## src/rtl/strap_pkg.sv

```systemverilog
package strap_pkg;
  localparam int NPORT = 7;
  localparam int MAPW  = NPORT + 1;
  localparam int CNTW  = 3;

  localparam logic [NPORT-1:0] LED_STRAP_MASK = 7'b110_1110;
  localparam logic [NPORT-1:0] PWR_STRAP_MASK = 7'b110_0000;

  typedef enum logic [1:0] {
    PWR_INDIV  = 2'd0,
    PWR_MGANG  = 2'd1,
    PWR_GANGED = 2'd2
  } pwr_mode_e;

  typedef struct packed {
    logic [CNTW-1:0] count;
    logic [MAPW-1:0] fixed_map;
    pwr_mode_e       mode;
  } strap_cfg_t;
endpackage

```

## src/rtl/strap_sync.sv

```systemverilog
module strap_sync #(
  parameter int WIDTH  = 7,
  parameter int STAGES = 2
) (
  input  logic             clk,
  input  logic             rst,
  input  logic [WIDTH-1:0] d_i,
  output logic [WIDTH-1:0] q_o
);
  logic [WIDTH-1:0] stage_q [STAGES];

  generate
    for (genvar s = 0; s < STAGES; s++) begin : g_stage
      if (s == 0) begin : g_first
        always_ff @(posedge clk) begin
          if (rst) stage_q[0] <= '1;
          else     stage_q[0] <= d_i;
        end
      end else begin : g_rest
        always_ff @(posedge clk) begin
          if (rst) stage_q[s] <= '1;
          else     stage_q[s] <= stage_q[s-1];
        end
      end
    end
  endgenerate

  assign q_o = stage_q[STAGES-1];
endmodule

```

## src/rtl/strap_timer.sv

```systemverilog
module strap_timer #(
  parameter int WINDOW_CYCLES = 16
) (
  input  logic clk,
  input  logic rst,
  output logic capture_o,
  output logic done_o
);
  localparam int CW = $clog2(WINDOW_CYCLES + 1);

  logic [CW-1:0] cnt_q;
  logic          done_q;

  assign capture_o = !done_q && (cnt_q == CW'(WINDOW_CYCLES - 1));
  assign done_o    = done_q;

  always_ff @(posedge clk) begin
    if (rst) begin
      cnt_q  <= '0;
      done_q <= 1'b0;
    end else if (!done_q) begin
      cnt_q <= cnt_q + 1'b1;
      if (capture_o) done_q <= 1'b1;
    end
  end

  AST_DONE_STICKY: assert property (@(posedge clk) disable iff (rst)
    done_q |=> done_q);
  AST_CNT_BOUND: assert property (@(posedge clk) disable iff (rst)
    !done_q |-> (cnt_q < CW'(WINDOW_CYCLES)));
endmodule

```

## src/rtl/strap_decode.sv

```systemverilog
module strap_decode
  import strap_pkg::*;
(
  input  logic [NPORT-1:0] led_i,
  input  logic [NPORT-1:0] pwr_i,
  output strap_cfg_t       cfg_o
);
  logic [2:0] fix_code;

  always_comb begin
    // port count: {LED6, LED7} as a binary offset above four
    cfg_o.count = CNTW'(4) + CNTW'({led_i[5], led_i[6]});

    // grounded pin reads as a one
    fix_code = ~{led_i[3], led_i[2], led_i[1]};
    cfg_o.fixed_map = '0;
    for (int p = 1; p < MAPW; p++) begin
      case (fix_code)
        3'd0:    cfg_o.fixed_map[p] = 1'b0;
        3'd1:    cfg_o.fixed_map[p] = (p == 2);
        3'd2:    cfg_o.fixed_map[p] = (p == 2) || (p == 3);
        default: cfg_o.fixed_map[p] = (p <= int'(fix_code));
      endcase
    end

    if (!pwr_i[6] && pwr_i[5])       cfg_o.mode = PWR_MGANG;
    else if (!pwr_i[6] && !pwr_i[5]) cfg_o.mode = PWR_GANGED;
    else                             cfg_o.mode = PWR_INDIV;
  end
endmodule

```

## src/rtl/strap_sampler.sv

```systemverilog
module strap_sampler
  import strap_pkg::*;
#(
  parameter int WINDOW_CYCLES = 16,
  parameter int SYNC_STAGES   = 2
) (
  input  logic       clk,
  input  logic       rst,
  input  logic [6:0] led_pin_i,
  input  logic [6:0] pwr_pin_i,
  output logic [2:0] port_count_o,
  output logic [7:0] fixed_map_o,
  output logic [1:0] pwr_mode_o,
  output logic [6:0] led_oe_o,
  output logic [6:0] led_pu_o,
  output logic [6:0] pwr_oe_o,
  output logic [6:0] pwr_pu_o,
  output logic       done_o
);
  logic [NPORT-1:0] led_s, pwr_s;
  logic             capture, done;
  strap_cfg_t       dec_cfg, cfg_q;
  logic [NPORT-1:0] led_en_mask;
  logic [NPORT-1:0] led_oe_q, led_pu_q, pwr_oe_q, pwr_pu_q;

  strap_sync #(.WIDTH(NPORT), .STAGES(SYNC_STAGES)) u_sync_led (
    .clk(clk), .rst(rst), .d_i(led_pin_i), .q_o(led_s));
  strap_sync #(.WIDTH(NPORT), .STAGES(SYNC_STAGES)) u_sync_pwr (
    .clk(clk), .rst(rst), .d_i(pwr_pin_i), .q_o(pwr_s));

  strap_timer #(.WINDOW_CYCLES(WINDOW_CYCLES)) u_timer (
    .clk(clk), .rst(rst), .capture_o(capture), .done_o(done));

  strap_decode u_decode (.led_i(led_s), .pwr_i(pwr_s), .cfg_o(dec_cfg));

  // indicator enable: port usable and removable; port 1 keeps its clock role
  always_comb begin
    for (int i = 0; i < NPORT; i++) begin
      led_en_mask[i] = ((i + 1) <= int'(dec_cfg.count)) && !dec_cfg.fixed_map[i+1];
    end
    led_en_mask[0] = 1'b1;
  end

  always_ff @(posedge clk) begin
    if (rst) begin
      cfg_q    <= '0;
      led_oe_q <= '0;
      pwr_oe_q <= '0;
      led_pu_q <= LED_STRAP_MASK;
      pwr_pu_q <= PWR_STRAP_MASK;
    end else if (capture) begin
      cfg_q    <= dec_cfg;
      led_oe_q <= led_en_mask;
      pwr_oe_q <= '1;
      led_pu_q <= '0;
      pwr_pu_q <= '0;
    end
  end

  assign port_count_o = cfg_q.count;
  assign fixed_map_o  = cfg_q.fixed_map;
  assign pwr_mode_o   = cfg_q.mode;
  assign led_oe_o     = led_oe_q;
  assign led_pu_o     = led_pu_q;
  assign pwr_oe_o     = pwr_oe_q;
  assign pwr_pu_o     = pwr_pu_q;
  assign done_o       = done;

  AST_WINDOW_HIGHZ: assert property (@(posedge clk) disable iff (rst)
    !done |-> (led_oe_q == '0) && (pwr_oe_q == '0));
  AST_COUNT_LEGAL: assert property (@(posedge clk) disable iff (rst)
    done |-> (cfg_q.count >= 3'd4));
  AST_MAP_BIT0: assert property (@(posedge clk) disable iff (rst)
    done |-> !cfg_q.fixed_map[0]);
  AST_MODE_LEGAL: assert property (@(posedge clk) disable iff (rst)
    done |-> (pwr_mode_o != 2'd3));
  AST_PULLUPS_OFF: assert property (@(posedge clk) disable iff (rst)
    done |-> (led_pu_q == '0) && (pwr_pu_q == '0));
  AST_SCL_KEPT: assert property (@(posedge clk) disable iff (rst)
    done |-> led_oe_q[0]);
  AST_CFG_FROZEN: assert property (@(posedge clk) disable iff (rst)
    (done && $past(done)) |-> ($stable(cfg_q) && $stable(led_oe_q)));
endmodule

```

## config.mk

```make
export PLATFORM = sky130hd
export DESIGN_NAME = strap_sampler
export DESIGN_NICKNAME = d
export VERILOG_FILES = /design/src/rtl/strap_pkg.sv /design/src/rtl/strap_sync.sv /design/src/rtl/strap_timer.sv /design/src/rtl/strap_decode.sv /design/src/rtl/strap_sampler.sv
export SDC_FILE = /design/constraint.sdc
export NUM_CORES = 1
export LEC_CHECK = 0
export ABC_AREA = 1
export BUFFER_PORTS_ARGS = -buffer_cell sky130_fd_sc_hd__buf_4
export CORE_MARGIN = 8
export CORE_UTILIZATION = 55
export DETAILED_ROUTE_END_ITERATION = 6
export PLACE_DENSITY = 0.89
export RECOVER_POWER = 100
export SLEW_MARGIN = 5
export SYNTH_ARGS = -nofsm -noshare
export SYNTH_HDL_FRONTEND = slang
export SYNTH_HIERARCHICAL = 1
export SYNTH_SLANG_ARGS = --single-unit
```

## constraint.sdc

```tcl
create_clock -name clk -period 3.15 [get_ports clk]
set_input_delay 0.315 -clock clk [delete_from_list [all_inputs] [get_ports clk]]
set_output_delay 0.315 -clock clk [all_outputs]
set_load 0.01 [all_outputs]
```

After elaboration in Yosys (flattened, before gate mapping)
Memory sizes are Yosys's and may differ from the RTL's. Cells that the tools add are included.

Register bits after elaboration: 33. Memories: 2. Logic and storage cells: 74. Output and inout bits: 42. RAM bits: 28.

Memories: u_sync_led.stage_q (words 2, width 7, rd ports 2, clocked after memory_dff 0, wr ports 2, RTL line strap_sync.sv:10) `logic [WIDTH-1:0] stage_q [STAGES];`; u_sync_pwr.stage_q (words 2, width 7, rd ports 2, clocked after memory_dff 0, wr ports 2, RTL line strap_sync.sv:10).

Bitwise logic cells: 5. Magnitude comparators: 13. $add $sub $neg: 2. Mux-type cells: 18. Reductions and logical operators: 22. Equal/unequal tests: 3.

Operator list (number): 7-bit two-way mux (4); 3-bit less-or-equal comparator, first input constant (8); 2-bit by 3-bit less-or-equal comparator with 1-bit output, first input constant (4); 1-bit two-way mux (10); 1-bit logical AND (9); 1-bit logical NOT (9); 5-bit by 1-bit adder with 5-bit output, second input constant (1); 5-bit by 4-bit == test with 1-bit output, second input constant (1); 2-bit two-way mux (2); 1-bit bitwise OR (4); 1-bit one-hot mux with 2 select lines (2); 2-bit OR reduction (2); 3-bit by 2-bit adder with 3-bit output, first input constant (1); 3-bit by 1-bit == test with 1-bit output, second input constant (1); 3-bit by 2-bit == test with 1-bit output, second input constant (1); 1-bit by 3-bit less-or-equal comparator with 1-bit output, first input constant (1); 3-bit logical NOT (1); 3-bit inverter (1); 3-bit OR reduction (1).

Depth between registers and ports, before layout
An unclocked memory read counts as a cell.

Depth in word-level cells: 7. Mapped depth: 10.

By module
Netlist, hierarchy kept.

By module, submodules not included: strap_sampler (times used 1, cells an instance 117, area an instance 968.4 µm²); strap_sync (times used 2, cells an instance 44, area an instance 400.4 µm²); strap_timer (times used 1, cells an instance 34, area an instance 256.5 µm²); strap_decode (times used 1, cells an instance 18, area an instance 86.3 µm²).

Worst setup path after synthesis
No wires, ideal clock.

Path kind: register to register. Start: reg u_timer.cnt_q[0]. End: reg cfg_q, in the netlist fixed_map_o[3]. Setup time: 116 ps. Data required time: 3034 ps. Arrival: 1393 ps. Slack: 1641 ps. Clock period less this slack: 1509 ps. Cell stages (with the launch flop): 10. Cells stage by stage: dfxtp_1 > ha_1 > and3_1 > ha_1 > inv_1 > nor2_1 > buf_6 > buf_12 > o21ai_1 > nor2_1.

Word-level cells in the longest chain between the ends: 2.

Ends and longest elaborated chain: start, declared (RTL line strap_timer.sv:11) `logic [CW-1:0] cnt_q;`; start signal, assigned (RTL line strap_timer.sv:22) `cnt_q <= cnt_q + 1'b1;`; 5-bit by 4-bit == test with 1-bit output (RTL line strap_timer.sv:14) `assign capture_o = !done_q && (cnt_q == CW'(WINDOW_CYCLES - 1));`; 1-bit logical AND (RTL line strap_timer.sv:14); net capture (RTL line strap_sampler.sv:21) `logic capture, done;`; end signal, assigned (RTL line strap_sampler.sv:52) `cfg_q <= dec_cfg;`; end, declared (RTL line strap_sampler.sv:22) `strap_cfg_t dec_cfg, cfg_q;`.

The timed path passes the listed nets, and every way through them passes these cells. A chain may end at the register's enable or synchronous reset.

Worst setup path in the final report
Start: reg u_timer.cnt_q[0]. End: reg led_oe_q[2] (netlist: led_oe_o[2]).

Word-level cells in the longest chain between the ends: 2.

Ends and longest elaborated chain: 5-bit by 4-bit == test with 1-bit output (RTL line strap_timer.sv:14); 1-bit logical AND (RTL line strap_timer.sv:14); net capture (RTL line strap_sampler.sv:21); end signal, assigned (RTL line strap_sampler.sv:53) `led_oe_q <= led_en_mask;`; end, declared (RTL line strap_sampler.sv:24) `logic [NPORT-1:0] led_oe_q, led_pu_q, pwr_oe_q, pwr_pu_q;`.

The timed path passes the listed nets, and every way through them passes these cells.

==> metrics <==
Finished Layout Cells=287; Die Area=roughly 5200 um^2; Iteration-0 DRC Markers=87; H-Tree Depth=2; fraction of layout cells with a size suffix above 1=10.29%; Hold Path Class=input port to register; combinational share of power=4.7%; Die W=around 72 um; Post-CTS Hold Buffers=0; GP Congestion=0.7946; vias=1280; switching power share of the total=23.00%; first-pass GRT wire length=between 5000 and 6000 um; grt ovf=0; clock power share=33.9%; CP delay by family, top=buffers and inverters; mapped cell area=between 1500 and 2000 um^2; synthesis-to-finish area growth=5.072%; n_diodes=0; CP Depth=10; Setup crit start kind=register; fill count=approximately 330; arrival time worst endpoint=2.26 ns; CP max stage delay=about 0.38 ns; final hold violation count=0; Mapped Avg Cell Area=8.031 um^2; Final Slew Violations=0; first-pass iteration count of the detailed router=4; Layout Nets=260; worst path required time=3.37 ns; WL final=~3200 um; Final Cycle Share=64.65%; status=finished clean; Worst-Skew Late Latency=0.35 ns; pin count of the biggest net entering global routing=21; routed vias/inst=4.460; endpoints failing setup=0; root buf cell=clkbuf_4; Core ar.=slightly above 3000 um^2; total CTS buffers=5; RSZ-0062 raised after global routing=false; port bufs=43; crit path kind=register to register; vias in the first global route=1286; post-DP HPWL=2305 um; cell count after synthesis=215; relative slew slack=46.25%; die height=72.03 um; Critical Path Slowest Stage Cell=inv_1; CTS max path bufs=2; Tot GR Track Use=13.17%; Flop pwr share=61.4%; Final min period=2.037 ns; placed cell count=279; crit path buf inv count=3; VDD IR max=0.2627 mV; antenna violations before repair=0; Sum Neg Setup Slack=0 ns; post-route ant nets=0; Routed WL per cell=11.23 um; measured slew at the worst slew-check pin=a little over 0.8 ns; worst clock skew=0.008693 ns; Clock transition at path regs=approximately 0.12 ns; initial core utilization=57.02%; r2r worst-path depth=10; fmax=around 490 MHz; WHS Path Cells=3; Max FO, Critical Path=20; sequence of cells on the critical path=ha_1, and3_1, ha_1, inv_1, nor2_1, buf_4, inv_1, nor2_1, nand2_1, a21oi_1; Synth Warn #=6; P_int=0.6742 mW; Post-CTS Setup Bufs=0; io pins=58; Gates resized, CTS repair=0; Leak Pwr=0.8978 nW; num rows=20; max-cap check violation count=0; Clock Sinks=41; detailed-route DRC error count=0; Net Switching=0.2013 mW; nature of the critical path endpoint=register; pwr dens=482.6 nW/um^2; CTS tree=built
[final timing paths]
check / to / startpoint / slack [ns]
worst max-delay path: led_oe_o[2] / u_timer/cnt_q[0] / 1.11
worst min-delay path: u_sync_led/stage_q[0][6] / led_pin_i[6] / 0.13
worst max register to register: led_oe_o[2] / u_timer/cnt_q[0] / 1.11
worst min register to register: u_sync_pwr/stage_q[1][6] / u_sync_pwr/stage_q[0][6] / 0.41
[sequential cells by signal, summed over array words and instances, names as in the netlist]
signal / cells
u_sync_led/stage_q: 10
u_timer/cnt_q: 5
pwr_mode_o: 2
port_count_o: 3
u_timer/done_o: 1
u_sync_pwr/stage_q: 4
fixed_map_o: 8
led_oe_o: 7
pwr_pu_o: 1
[worst register-to-register path: stages (launching register included)]
cell and delay, ns:
dfxtp_1 0.35, ha_1 0.23, and3_1 0.20, ha_1 0.17
inv_1 0.06, nor2_1 0.04, buf_4 0.21, inv_1 0.39
nor2_1 0.12, nand2_1 0.09, a21oi_1 0.05
[metrics by stage]
step | power, mW | instance area, um^2 | hold WS [ns] | setup slack, ns | utilization [%]
floorplan | 0.5880 | 1749 | 0.3795 | 1.641 | -
global placement | 0.5885 | 1888 | 0.3834 | 1.366 | 62.36
detailed placement | 0.5914 | 1888 | 0.3900 | 1.307 | 62.36
CTS | 0.8824 | 1958 | 0.1195 | 1.238 | 64.67
global route | 0.9127 | 1814 | 0.1121 | 0.8519 | 59.92
finish | 0.8755 | 1814 | 0.1274 | 1.113 | 59.92
[power groups by stage]
| stage | Sequential, mW | Clock, mW | Combinational [mW] |
|---|---|---|---|
| global route | 0.539 | 0.325 | 0.0482 |
| CTS | 0.538 | 0.302 | 0.0426 |
| detailed placement | 0.549 | 0 | 0.0422 |
| finish | 0.538 | 0.297 | 0.0411 |
| global placement | 0.548 | 0 | 0.0402 |
| floorplan | 0.547 | 0 | 0.0412 |
[metal layers]
metal | part of all wire [%] | vias to the layer above | routed length [um] | GRT usage (%)
met5 | 0 | - | 0 | 0
met4 | 1.9 | 0 | 62 | 8.163
met3 | 9.3 | 7 | 299 | 5.647
met2 | 47 | 44 | 1503 | 21.96
met1 | 42 | 565 | 1356 | 13.33
li1 | - | 664 | - | -
[layout by cell type (no fill, tap or decap)]
| master | n |
|---|---|
| dfxtp_1 | 41 |
| nand2_1 | 37 |
| clkbuf_1 | 36 |
| inv_1 | 34 |
| nor2_1 | 27 |
| a21oi_1 | 14 |
| o21ai_0 | 9 |
| conb_1 | 9 |
| buf_4 | 8 |
| clkbuf_4 | 5 |
| nand3_1 | 4 |
| o21ai_1 | 3 |
| a21oi_2 | 2 |
| nand3_2 | 2 |
| clkbuf_8 | 2 |
| ha_1 | 2 |
| nand2_4 | 1 |
| a211oi_2 | 1 |
| clkinv_4 | 1 |
| o21ai_2 | 1 |
| a211oi_1 | 1 |
| clkinv_2 | 1 |
| inv_2 | 1 |
| and3_1 | 1 |
[area by class of cell]
type | count | area [um^2] | share of cell area (%)
Sequential cell | 41 | 820.8 | 45.24
Multi-Input combinational cell | 114 | 533.0 | 29.38
Timing Repair Buffer | 44 | 195.2 | 10.76
Inverter | 36 | 140.1 | 7.724
Clock buffer | 7 | 65.06 | 3.586
Tap cell | 44 | 55.05 | 3.034
Clock inverter | 1 | 5.005 | 0.2759
Power figures use the tool's default switching activity.
